### src/rtl/msgp_pkg.sv
package msgp_pkg;

    localparam int DEF_ADDR_W = 12;
    localparam int DEF_DATA_W = 16;

    typedef enum logic {
        ST_WAIT = 1'b0,
        ST_PLAY = 1'b1
    } play_state_e;

    function automatic int last_index(input int aw);
        return (1 << aw) - 1;
    endfunction

endpackage

### src/rtl/msgp_trig_edge.sv
module msgp_trig_edge (
    input  logic clk,
    input  logic rst,
    input  logic trig_i,
    output logic rise_o
);
    logic trig_q;

    // History resets high: a trigger held through reset is not an edge
    always_ff @(posedge clk) begin
        if (rst) trig_q <= 1'b1;
        else     trig_q <= trig_i;
    end

    assign rise_o = trig_i & ~trig_q;

    assert_rise_needs_low_R10: assert property (@(posedge clk) disable iff (rst)
        rise_o |-> !$past(trig_i) || $past(rst));
endmodule

### src/rtl/msgp_addr_ctr.sv
module msgp_addr_ctr #(
    parameter int ADDR_W = msgp_pkg::DEF_ADDR_W
) (
    input  logic              clk,
    input  logic              rst,
    input  logic              clear_i,
    input  logic              step_i,
    output logic [ADDR_W-1:0] addr_o,
    output logic              last_o
);
    localparam int              LastIdx = msgp_pkg::last_index(ADDR_W);
    localparam logic [ADDR_W-1:0] LAST  = LastIdx[ADDR_W-1:0];
    localparam logic [ADDR_W-1:0] ONE   = {{(ADDR_W-1){1'b0}}, 1'b1};

    logic [ADDR_W-1:0] addr_q;

    always_ff @(posedge clk) begin
        if (rst || clear_i) addr_q <= '0;
        else if (step_i)    addr_q <= addr_q + ONE;
    end

    assign addr_o = addr_q;
    assign last_o = (addr_q == LAST);

    assert_addr_step_R4: assert property (@(posedge clk) disable iff (rst)
        step_i && !clear_i |=> addr_q == $past(addr_q) + ONE);

    assert_addr_clear_R7: assert property (@(posedge clk) disable iff (rst)
        clear_i |=> addr_q == '0);
endmodule

### src/rtl/msgp_ctrl.sv
module msgp_ctrl (
    input  logic clk,
    input  logic rst,
    input  logic rise_i,
    input  logic last_i,
    output logic active_o,
    output logic step_o,
    output logic clear_o
);
    import msgp_pkg::*;

    play_state_e state_q, state_d;

    always_comb begin
        state_d = state_q;
        unique case (state_q)
            ST_WAIT: if (rise_i) state_d = ST_PLAY;
            ST_PLAY: if (last_i) state_d = ST_WAIT;
            default: state_d = ST_WAIT;
        endcase
    end

    always_ff @(posedge clk) begin
        if (rst) state_q <= ST_WAIT;
        else     state_q <= state_d;
    end

    assign active_o = (state_q == ST_PLAY);
    assign step_o   = active_o & ~last_i;
    assign clear_o  = active_o & last_i;

    assert_idle_holds_R2: assert property (@(posedge clk) disable iff (rst)
        !active_o && !rise_i |=> !active_o);

    assert_sweep_continues_R9: assert property (@(posedge clk) disable iff (rst)
        active_o && !last_i |=> active_o);

    assert_sweep_ends_R7: assert property (@(posedge clk) disable iff (rst)
        active_o && last_i |=> !active_o);
endmodule

### src/rtl/msgp_dac_stage.sv
module msgp_dac_stage #(
    parameter int DATA_W = msgp_pkg::DEF_DATA_W
) (
    input  logic              clk,
    input  logic              rst,
    input  logic              rd_en_i,
    input  logic [DATA_W-1:0] rdata_i,
    output logic              load_o,
    output logic [DATA_W-1:0] word_o
);
    logic load_q;

    // Memory data returns one cycle after the enable; the strobe follows it
    always_ff @(posedge clk) begin
        if (rst) load_q <= 1'b0;
        else     load_q <= rd_en_i;
    end

    assign load_o = load_q;
    assign word_o = load_q ? rdata_i : '0;
endmodule

### src/rtl/msg_player.sv
module msg_player #(
    parameter int ADDR_W = msgp_pkg::DEF_ADDR_W,
    parameter int DATA_W = msgp_pkg::DEF_DATA_W
) (
    input  logic              clk,
    input  logic              rst,
    input  logic              play_trig_i,
    output logic [ADDR_W-1:0] mem_addr_o,
    output logic              mem_rd_en_o,
    input  logic [DATA_W-1:0] mem_rdata_i,
    output logic              dac_load_o,
    output logic [DATA_W-1:0] dac_word_o
);
    logic trig_rise;
    logic at_last;
    logic active;
    logic step;
    logic clear;

    msgp_trig_edge u_edge (
        .clk    (clk),
        .rst    (rst),
        .trig_i (play_trig_i),
        .rise_o (trig_rise)
    );

    msgp_ctrl u_ctrl (
        .clk      (clk),
        .rst      (rst),
        .rise_i   (trig_rise),
        .last_i   (at_last),
        .active_o (active),
        .step_o   (step),
        .clear_o  (clear)
    );

    msgp_addr_ctr #(.ADDR_W(ADDR_W)) u_ctr (
        .clk     (clk),
        .rst     (rst),
        .clear_i (clear),
        .step_i  (step),
        .addr_o  (mem_addr_o),
        .last_o  (at_last)
    );

    assign mem_rd_en_o = active;

    msgp_dac_stage #(.DATA_W(DATA_W)) u_dac (
        .clk     (clk),
        .rst     (rst),
        .rd_en_i (active),
        .rdata_i (mem_rdata_i),
        .load_o  (dac_load_o),
        .word_o  (dac_word_o)
    );

    assert_sweep_starts_at_zero_R3: assert property (@(posedge clk) disable iff (rst)
        $rose(mem_rd_en_o) |-> mem_addr_o == '0);

    assert_load_follows_read_R5: assert property (@(posedge clk) disable iff (rst)
        mem_rd_en_o |=> dac_load_o);

    assert_load_only_after_read_R5: assert property (@(posedge clk) disable iff (rst)
        dac_load_o |-> $past(mem_rd_en_o));

    assert_quiet_when_unloaded_R6: assert property (@(posedge clk) disable iff (rst)
        !mem_rd_en_o && !$past(mem_rd_en_o) |-> dac_word_o == '0);
endmodule

### config.mk
export PLATFORM = sky130hd
export DESIGN_NAME = msg_player
export DESIGN_NICKNAME = d
export VERILOG_FILES = /design/src/rtl/msgp_pkg.sv /design/src/rtl/msgp_trig_edge.sv /design/src/rtl/msgp_addr_ctr.sv /design/src/rtl/msgp_ctrl.sv /design/src/rtl/msgp_dac_stage.sv /design/src/rtl/msg_player.sv
export SDC_FILE = /design/constraint.sdc
export NUM_CORES = 1
export LEC_CHECK = 0
export BUFFER_PORTS_ARGS = -buffer_cell sky130_fd_sc_hd__buf_4
export CORE_MARGIN = 2
export CORE_UTILIZATION = 39
export CTS_BUF_LIST = sky130_fd_sc_hd__clkbuf_4
export CTS_CLUSTER_DIAMETER = 30
export CTS_CLUSTER_SIZE = 24
export DETAILED_ROUTE_END_ITERATION = 12
export PLACE_DENSITY = 0.76
export SYNTH_ARGS = -nofsm -noshare
export SYNTH_HDL_FRONTEND = slang
export SYNTH_HIERARCHICAL = 1
export SYNTH_SLANG_ARGS = --single-unit
### constraint.sdc
create_clock -name clk -period 2 [get_ports clk]
set_input_delay 0.2 -clock clk [delete_from_list [all_inputs] [get_ports clk]]
set_output_delay 0.2 -clock clk [all_outputs]
set_load 0.1 [all_outputs]
; ---- Word-level counts from Yosys, hierarchy flattened
; Cells that the tools add are included.
[word_totals]
register_bits = 15
elab_cells = 17
out_inout_bits = 30
[op_classes]
reduce_logical = 1
n_addsub = 1
mux = 4
bitwise_logic = 6
n_eq_ne = 1
[ops]
columns = op, count
row1 = 2-to-1 mux 16 bit, 1
row2 = "adder 12 x 1 -> 12 bit, second input constant", 1
row3 = "equality test 12 bit, second input constant", 1
row4 = AND 1 bit, 3
row5 = inverter 1 bit, 3
row6 = 2-to-1 mux 1 bit, 2
row7 = case mux 1 bit (2 select lines), 1
row8 = logical OR 1 bit, 1

; ---- Depth between registers and ports, before layout
; Gate-level depths: netlist of the first run.
[depth]
word_depth = 4
mapped_depth = 9

; ---- Cells and area by module
; Netlist of the first run, hierarchy kept.
[modules_own_cells]
columns = module, area_per_inst_um2, cells_each, seq_area_each_um2, n_inst
row1 = msgp_addr_ctr, 561.8, 64, 240.2, 1
row2 = msgp_dac_stage, 152.6, 19, 20.0, 1
row3 = msgp_ctrl, 57.6, 5, 20.0, 1
row4 = msgp_trig_edge, 32.5, 3, 20.0, 1

; ---- Worst setup path before layout of the first run
; Ideal clock, no wire load.
[synth_path]
path_type = register to register
startpoint = reg u_ctr.addr_q[0], in the netlist u_ctr/addr_o[0]
endpoint = reg u_ctr.addr_q[0], in the netlist u_ctr/addr_o[0]
arrival_time_ns = 2.587
path_stages_with_launch = 8
setup_ns = 0.128
path_slack_ns = -0.715
path_buffers = 1
required_ns = 1.872
cell_sequence = dfxtp_1 > ha_1 > nand4_1 > nor4_1 > and2_2 > or2_2 > clkbuf_1 > nor2_1
[synth_via]
elab_chain_cells = 3
elab_cells_between_ends = 6
cone_classes = 1 x add/sub / 1 x eq/ne / 3 x bitwise / 1 x reduce/logical
[synth_lines]
columns = element, line_no
row1 = "start, declared", msgp_addr_ctr.sv:15  ; logic [ADDR_W-1:0] addr_q;
row2 = "start signal, assigned", msgp_addr_ctr.sv:19  ; else if (step_i) addr_q <= addr_q + ONE;
row3 = equality test 12 bit, msgp_addr_ctr.sv:23  ; assign last_o = (addr_q == LAST);
row4 = via at_last, msg_player.sv:15  ; logic at_last;
row5 = AND 1 bit, msgp_ctrl.sv:30  ; assign clear_o = active_o & last_i;
row6 = via clear, msg_player.sv:18  ; logic clear;
row7 = logical OR 1 bit, msgp_addr_ctr.sv:18  ; if (rst || clear_i) addr_q <= '0;
; The timed path passes the listed nets, and every way through them passes these cells.
; A chain may end at the register's enable or synchronous reset.

; ---- Worst setup path in the final report of the first run
[layout_path]
startpoint = reg u_ctr.addr_q[0], in the netlist u_ctr/addr_o[0]
endpoint = reg u_ctr.addr_q[8], in the netlist u_ctr/addr_o[8]
[layout_via]
elab_chain_cells = 3
elab_cells_between_ends = 6
cone_classes = 1 x add/sub / 1 x eq/ne / 3 x bitwise / 1 x reduce/logical
[layout_lines]
columns = element, line_no
row1 = equality test 12 bit, msgp_addr_ctr.sv:23
row2 = via at_last, msg_player.sv:15
row3 = inverter 1 bit, msgp_ctrl.sv:29  ; assign step_o = active_o & ~last_i;
row4 = AND 1 bit, msgp_ctrl.sv:29
row5 = via step, msg_player.sv:17  ; logic step;
; The timed path passes the listed nets, and every way through them passes these cells.

==> results of run 1 <==
## metal layers
layer / up-vias / global-route usage [%]
met5: - / 0
met4: 0 / 6.944
met3: 3 / 3.988
met2: 23 / 29.50
met1: 359 / 18.49
li1: 412 / -
## where the power goes
group	leakage (nW)	total (mW)	internal, mW	switching, mW
Sequential	0.130	0.303	0.296	0.00670
Clock	0.0184	0.186	0.0911	0.0951
Combinational	0.401	0.136	0.0474	0.0888
## worst paths after layout
check | start | endpoint | cells after the start
setup reg to reg | u_ctr/addr_o[0] | u_ctr/addr_o[8] | 7
setup / recovery | u_ctr/addr_o[0] | u_ctr/addr_o[8] | 7
hold / removal | rst | u_dac/load_o | 2
hold reg to reg | u_ctr/addr_o[11] | u_ctr/addr_o[11] | 2
## through the flow
stage	hold WS (ns)	util (%)	instances	instance area [um2]
floorplan	0.2642	-	91	855.8
global placement	0.3851	62.37	163	1224
detailed placement	0.3958	62.37	163	1224
CTS	0.08633	63.90	167	1254
global route	0.08107	63.90	167	1254
finish	0.08843	63.90	167	1254
## layout make-up
type                            count  share of cell area [%]
Sequential cell                    15                   26.55
Clock buffer                        4                   2.395
Inverter                            1                  0.2994
Multi-Input combinational cell     71                   38.72
Timing Repair Buffer               49                   29.34
Tap cell                           27                   2.695
## registers in the layout (all words and copies together) (netlist names)
| name | cells |
|---|---|
| u_ctr/addr_o | 12 |
| u_ctrl/active_o | 1 |
| u_dac/load_o | 1 |
| u_edge/trig_q | 1 |
## cells in the final DEF (no fill, tap or decap), types with 3 or more instances in the layout
master / count
sky130_fd_sc_hd__dfxtp_4: 6
sky130_fd_sc_hd__nor2b_1: 3
sky130_fd_sc_hd__and2_1: 4
sky130_fd_sc_hd__and2_2: 13
sky130_fd_sc_hd__nand2_1: 7
sky130_fd_sc_hd__o31ai_1: 4
sky130_fd_sc_hd__nor2_1: 6
sky130_fd_sc_hd__xor2_1: 3
sky130_fd_sc_hd__a21oi_1: 6
sky130_fd_sc_hd__nand4_1: 4
sky130_fd_sc_hd__buf_4: 49
sky130_fd_sc_hd__or4_1: 4
sky130_fd_sc_hd__dfxtp_2: 8
sky130_fd_sc_hd__clkbuf_4: 4
## worst max-delay path: stages, from the launching register on
cell,delay [ns]
sky130_fd_sc_hd__dfxtp_4,0.38
sky130_fd_sc_hd__ha_4,0.17
sky130_fd_sc_hd__nand4_1,0.13
sky130_fd_sc_hd__nor4_2,0.07
sky130_fd_sc_hd__nor2b_4,0.13
sky130_fd_sc_hd__nand3_2,0.16
sky130_fd_sc_hd__or4_1,0.54
sky130_fd_sc_hd__a21oi_1,0.14
## kinds of logic (layout without fill, tap and decap cells)
family | Yosys count | after routing
xor gates and xnor gates | 4 | 4
and+or+nand+nor | 51 | 51
AOI/OAI and AO/OA | 13 | 13
buffers and inverters | 5 | 54
muxes | 2 | 2
adders and majority gates | 1 | 1
DFF | 15 | 15
==> impl_metrics.json, run 1 <==
{
  "drive_above_1_share_pct": 62.14,
  "worst_setup_hold_path_clk_slew_ns": 0.08,
  "tritoncts": "yes",
  "synthTopCellsByArea": "sky130_fd_sc_hd__dfxtp_1 (37%), sky130_fd_sc_hd__and2_2 (12%), sky130_fd_sc_hd__a21oi_1 (3.7%), sky130_fd_sc_hd__o31ai_1 (3.7%), sky130_fd_sc_hd__or4_1 (3.7%)",
  "timing.setup.tns_ns": 0,
  "r2r_slack_ns": 0.21,
  "design.core.area_um2": 1962,
  "setup_ws_ns": 0.2081,
  "multi_input_comb_area_um2": 485.5,
  "clkLatencyLatePin_ns": 0.28,
  "rsz0062_at_grt": "no",
  "cell_type_with_the_largest_total_area_after_synthesis": "sky130_fd_sc_hd__dfxtp_1",
  "grt_start_max_net_pins": 18,
  "synthAdderAreaFrac_pct": 1.555,
  "cts_sinks": 15,
  "most_frequently_used_cell_type_in_the_post_synthesis_netlist": "sky130_fd_sc_hd__dfxtp_1",
  "antenna_found_initial": 0,
  "synth_top_family_by_area": "simple AND/OR/NAND/NOR gates",
  "cts-buffers-inserted": 3,
  "pre_cts_slack_ns": 0.2194,
  "route.detailed.drc": 0,
  "die_height_um": 49.42,
  "report.final.setup_viol": 0,
  "yosys.cell_types.count": 27,
  "total_power_per_unit_cell_area_nw_per_um2": 499.0,
  "synth.avg_cell_area_um2": 8.841,
  "max-clock-path-buffers": 2,
  "worstSetupEndpointType": "flip-flop",
  "wl_met2_um": 1037,
  "fill_cells": 176,
  "initial_utilization_pct": 41.01,
  "slew-limit-headroom_pct": 75.81,
  "clock_tree.htree_level_count": 1,
  "proportion_of_synthesized_chip_area_in_sequential_cells_pct": 37.33,
  "crit_arrival_ns": 2.01,
  "mappedNetlistNets": 111,
  "max_freq_ghz": 0.5581,
  "postCtsSetupBuffers": 0,
  "synth_edf_count": 0,
  "place.detailed.hpwl_um": 1537,
  "ioPinCount": 49,
  "seq_area_um2": 332.8,
  "ys_warn_count": 6,
  "synthArstFlopShare_pct": 0,
  "synth.area.mux_share_pct": 2.488,
  "met3_wirelength_um": 114,
  "postRouteAntennaNets": 0,
  "flip_flop_cell_with_the_highest_count_after_synthesis": "sky130_fd_sc_hd__dfxtp_1",
  "fin_crit_ns": 1.792,
  "globalRouteTotalUtil_pct": 16.50,
  "cp_max_fo": 11,
  "route.layer.met1.wl_um": 798,
  "postcts_resize_cnt": 0,
  "ctsHoldBuffers": 0,
  "layout_worst_path_cycle_share_pct": 89.59,
  "status": "finished clean",
  "maxUsedRoutingLayer": "met4",
  "grt_pass1_wl_um": 3098,
  "number_of_pins_exceeding_their_max_slew_limit_in_the_final_report": 0,
  "fin_worst_skew_ns": 0.0007905,
  "synth_xor_area_share_pct": 4.355,
  "vdd.ir_drop.worst_uv": 417.7,
  "timing.max_cap.violations": 0,
  "placementRows": 16,
  "final_nets": 161,
  "dieArea_um2": 2442,
  "critical_path_class": "reg -> reg",
  "gr-total-overflow": 0,
  "vias_cell": 4.772,
  "num_antenna_cells": 0,
  "synthesis.area_um2": 804.5,
  "worst_ep_required_ns": 2.22,
  "p_total_uw": 625.5,
  "synthesized_netlist_cell_count": 91,
  "synth_top_area_share_pct": 37.33,
  "firstDrtPassIters": 4,
  "grt_pass1_vias": 720,
  "area_delta_synth_final_pct": 55.83,
  "cts_root_buffer": "sky130_fd_sc_hd__clkbuf_4",
  "initialDrtViolationCount": 8,
  "synth-seq-cells": 15,
  "p_leak_nw": 0.5498,
  "via_count": 797,
  "floorplan.die.width_um": 49.42,
  "max_slew.worst_pin.slew_ns": 0.3595,
  "drt-wirelength-per-cell_um": 11.81,
  "synth-simple-area-share_pct": 39.66,
  "final_hold_viol_count": 0,
  "total_routed_wirelength_um": 1972,
  "cp-start-kind": "flip-flop",
  "place_congestion": 0.7277,
  "compound_gate_fraction_of_synth_area_pct": 9.953,
  "synth_common_cells": "sky130_fd_sc_hd__dfxtp_1 (15), sky130_fd_sc_hd__and2_2 (13), sky130_fd_sc_hd__nand2_1 (7), sky130_fd_sc_hd__a21oi_1 (6), sky130_fd_sc_hd__nor2_1 (6)",
  "timing.hold.worst.class": "in -> reg",
  "port_buffers": 48
}
Power figures use the tool's default switching activity.
==> run 2: changes to the inputs <==
CORE_UTILIZATION = 40   (was 39)
PLACE_DENSITY = 0.75   (was 0.76)
clock period = 2.06 ns   (was 2 ns; I/O delays follow)
==> run 2 against run 1 <==
  * Routed wire length shrank 0.41%
  * Worst setup slack lost 0.032 ns
  * Clock power shrank 9%
  * Combinational power is 3% lower
  * Critical path type unchanged
  * Fmax is 4.9% lower
  * Die area fell by 2.3%
  * Utilization rose by 0.55 points
  * Worst hold slack improved by 0.0036 ns
  * Largest cell class unchanged
  * Flip-flop and latch count unchanged
  * Cell count unchanged
  * Clock skew rose by 0.0091 ns
  * First-iteration DRC count is 75% higher
==> impl_metrics.json, run 2 (synthesis gave the netlist of run 1 again) <==
{
  "design.core.area_um2": 1922,
  "rsz0062_at_grt": "no",
  "status": "finished clean",
  "vdd.ir_drop.worst_uv": 396.9,
  "place.detailed.hpwl_um": 1564,
  "place_congestion": 0.7920,
  "initialDrtViolationCount": 14,
  "clock_tree.htree_level_count": 1,
  "postcts_resize_cnt": 0,
  "max_ffs_per_register": 12,
  "cp-start-kind": "flip-flop",
  "initial_utilization_pct": 41.86,
  "mostFrequentLayoutCells": "sky130_fd_sc_hd__buf_4 (49), sky130_fd_sc_hd__and2_2 (13), sky130_fd_sc_hd__dfxtp_2 (8)",
  "p_total_uw": 594.8,
  "grt_start_max_net_pins": 18,
  "drive_above_1_share_pct": 61.43,
  "firstDrtPassIters": 6,
  "total_routed_wirelength_um": 1964,
  "num_antenna_cells": 0,
  "postRouteAntennaNets": 0,
  "max-clock-path-buffers": 2,
  "max_freq_ghz": 0.5309,
  "ctsHoldBuffers": 0,
  "fin_crit_ns": 1.884,
  "postCtsSetupBuffers": 0,
  "seq_area_um2": 332.8,
  "r2r_slack_ns": 0.18,
  "report.final.setup_viol": 0,
  "timing.setup.tns_ns": 0,
  "dieArea_um2": 2386,
  "multi_input_comb_area_um2": 473.0,
  "clkLatencyLatePin_ns": 0.29,
  "globalRouteTotalUtil_pct": 17.24,
  "gr-total-overflow": 0,
  "final_hold_viol_count": 0,
  "slew-limit-headroom_pct": 73.78,
  "fill_cells": 171,
  "worstSetupEndpointType": "flip-flop",
  "grt_pass1_vias": 758,
  "drt-wirelength-per-cell_um": 11.76,
  "route.detailed.drc": 0,
  "port_buffers": 48,
  "cp_max_fo": 11,
  "floorplan.die.width_um": 48.85,
  "area_delta_synth_final_pct": 53.97,
  "p_leak_nw": 0.5518,
  "timing.hold.worst.class": "in -> reg",
  "worst_setup_hold_path_clk_slew_ns": 0.10,
  "vias_cell": 5.006,
  "placementRows": 16,
  "layout_worst_path_cycle_share_pct": 91.44,
  "final_nets": 161,
  "die_height_um": 48.85,
  "tritoncts": "yes",
  "mostFrequentLayoutCell": "sky130_fd_sc_hd__buf_4",
  "worst_ep_required_ns": 2.28,
  "antenna_found_initial": 0,
  "number_of_pins_exceeding_their_max_slew_limit_in_the_final_report": 0,
  "final_core_util_pct": 64.45,
  "max_slew.worst_pin.slew_ns": 0.3897,
  "ioPinCount": 49,
  "fin_worst_skew_ns": 0.009934,
  "total_power_per_unit_cell_area_nw_per_um2": 480.2,
  "via_count": 836,
  "critical_path_class": "reg -> reg",
  "cts_sinks": 15,
  "cts-buffers-inserted": 3,
  "timing.max_cap.violations": 0,
  "grt_pass1_wl_um": 3201,
  "crit_arrival_ns": 2.11,
  "cts_root_buffer": "sky130_fd_sc_hd__clkbuf_4"
}
-- run 2: layout make-up --
| type | count | area share, % |
|---|---|---|
| repair buffers | 49 | 29.70 |
| clock inverters | 1 | 0.4040 |
| multi-input cells | 71 | 38.18 |
| well taps | 27 | 2.727 |
| clock buffers | 3 | 1.818 |
| flip-flops and latches | 15 | 26.87 |
| inverters | 1 | 0.3030 |
-- run 2: power by group --
group / switching (mW) / total, mW / internal (mW) / leakage (nW)
clock: 0.0972 / 0.169 / 0.0722 / 0.0177
sequential: 0.00570 / 0.294 / 0.288 / 0.130
combinational: 0.0863 / 0.132 / 0.0455 / 0.404
-- run 2: through the flow --
step / worst slack (ns) / cell area (um2) / hold slack, ns / instances
finish: 0.1763 / 1239 / 0.09205 / 167
global route: 0.006215 / 1239 / 0.08900 / 167
CTS: 0.1813 / 1239 / 0.08560 / 167
detailed placement: 0.2072 / 1211 / 0.3945 / 163
global placement: 0.2668 / 1211 / 0.3920 / 163
floorplan: 0.002760 / 843.3 / 0.2702 / 91
-- run 2: final timing paths --
| check | startpoint | endpoint | cells past startpoint |
|---|---|---|---|
| worst min register to register | u_ctr/addr_o[11] | u_ctr/addr_o[11] | 2 |
| worst min-delay path | rst | u_dac/load_o | 2 |
| worst max-delay path | u_ctr/addr_o[0] | u_ctr/addr_o[8] | 7 |
| worst max register to register | u_ctr/addr_o[0] | u_ctr/addr_o[8] | 7 |
-- run 2: critical path: stages, from the launching register on --
cell	delay, ns
sky130_fd_sc_hd__dfxtp_4	0.37
sky130_fd_sc_hd__ha_1	0.23
sky130_fd_sc_hd__nand4_1	0.16
sky130_fd_sc_hd__nor4_2	0.08
sky130_fd_sc_hd__nor2b_4	0.13
sky130_fd_sc_hd__nand3_2	0.16
sky130_fd_sc_hd__or4_1	0.54
sky130_fd_sc_hd__a21oi_1	0.14
-- run 2: routing by layer --
layer  up-vias  GRT usage (%)  wire [um]
li1        416              -          -
met1       367          18.25        767
met2        47          29.00        965
met3         6          6.442        197
met4         0          10.48         34
met5         -              0          0
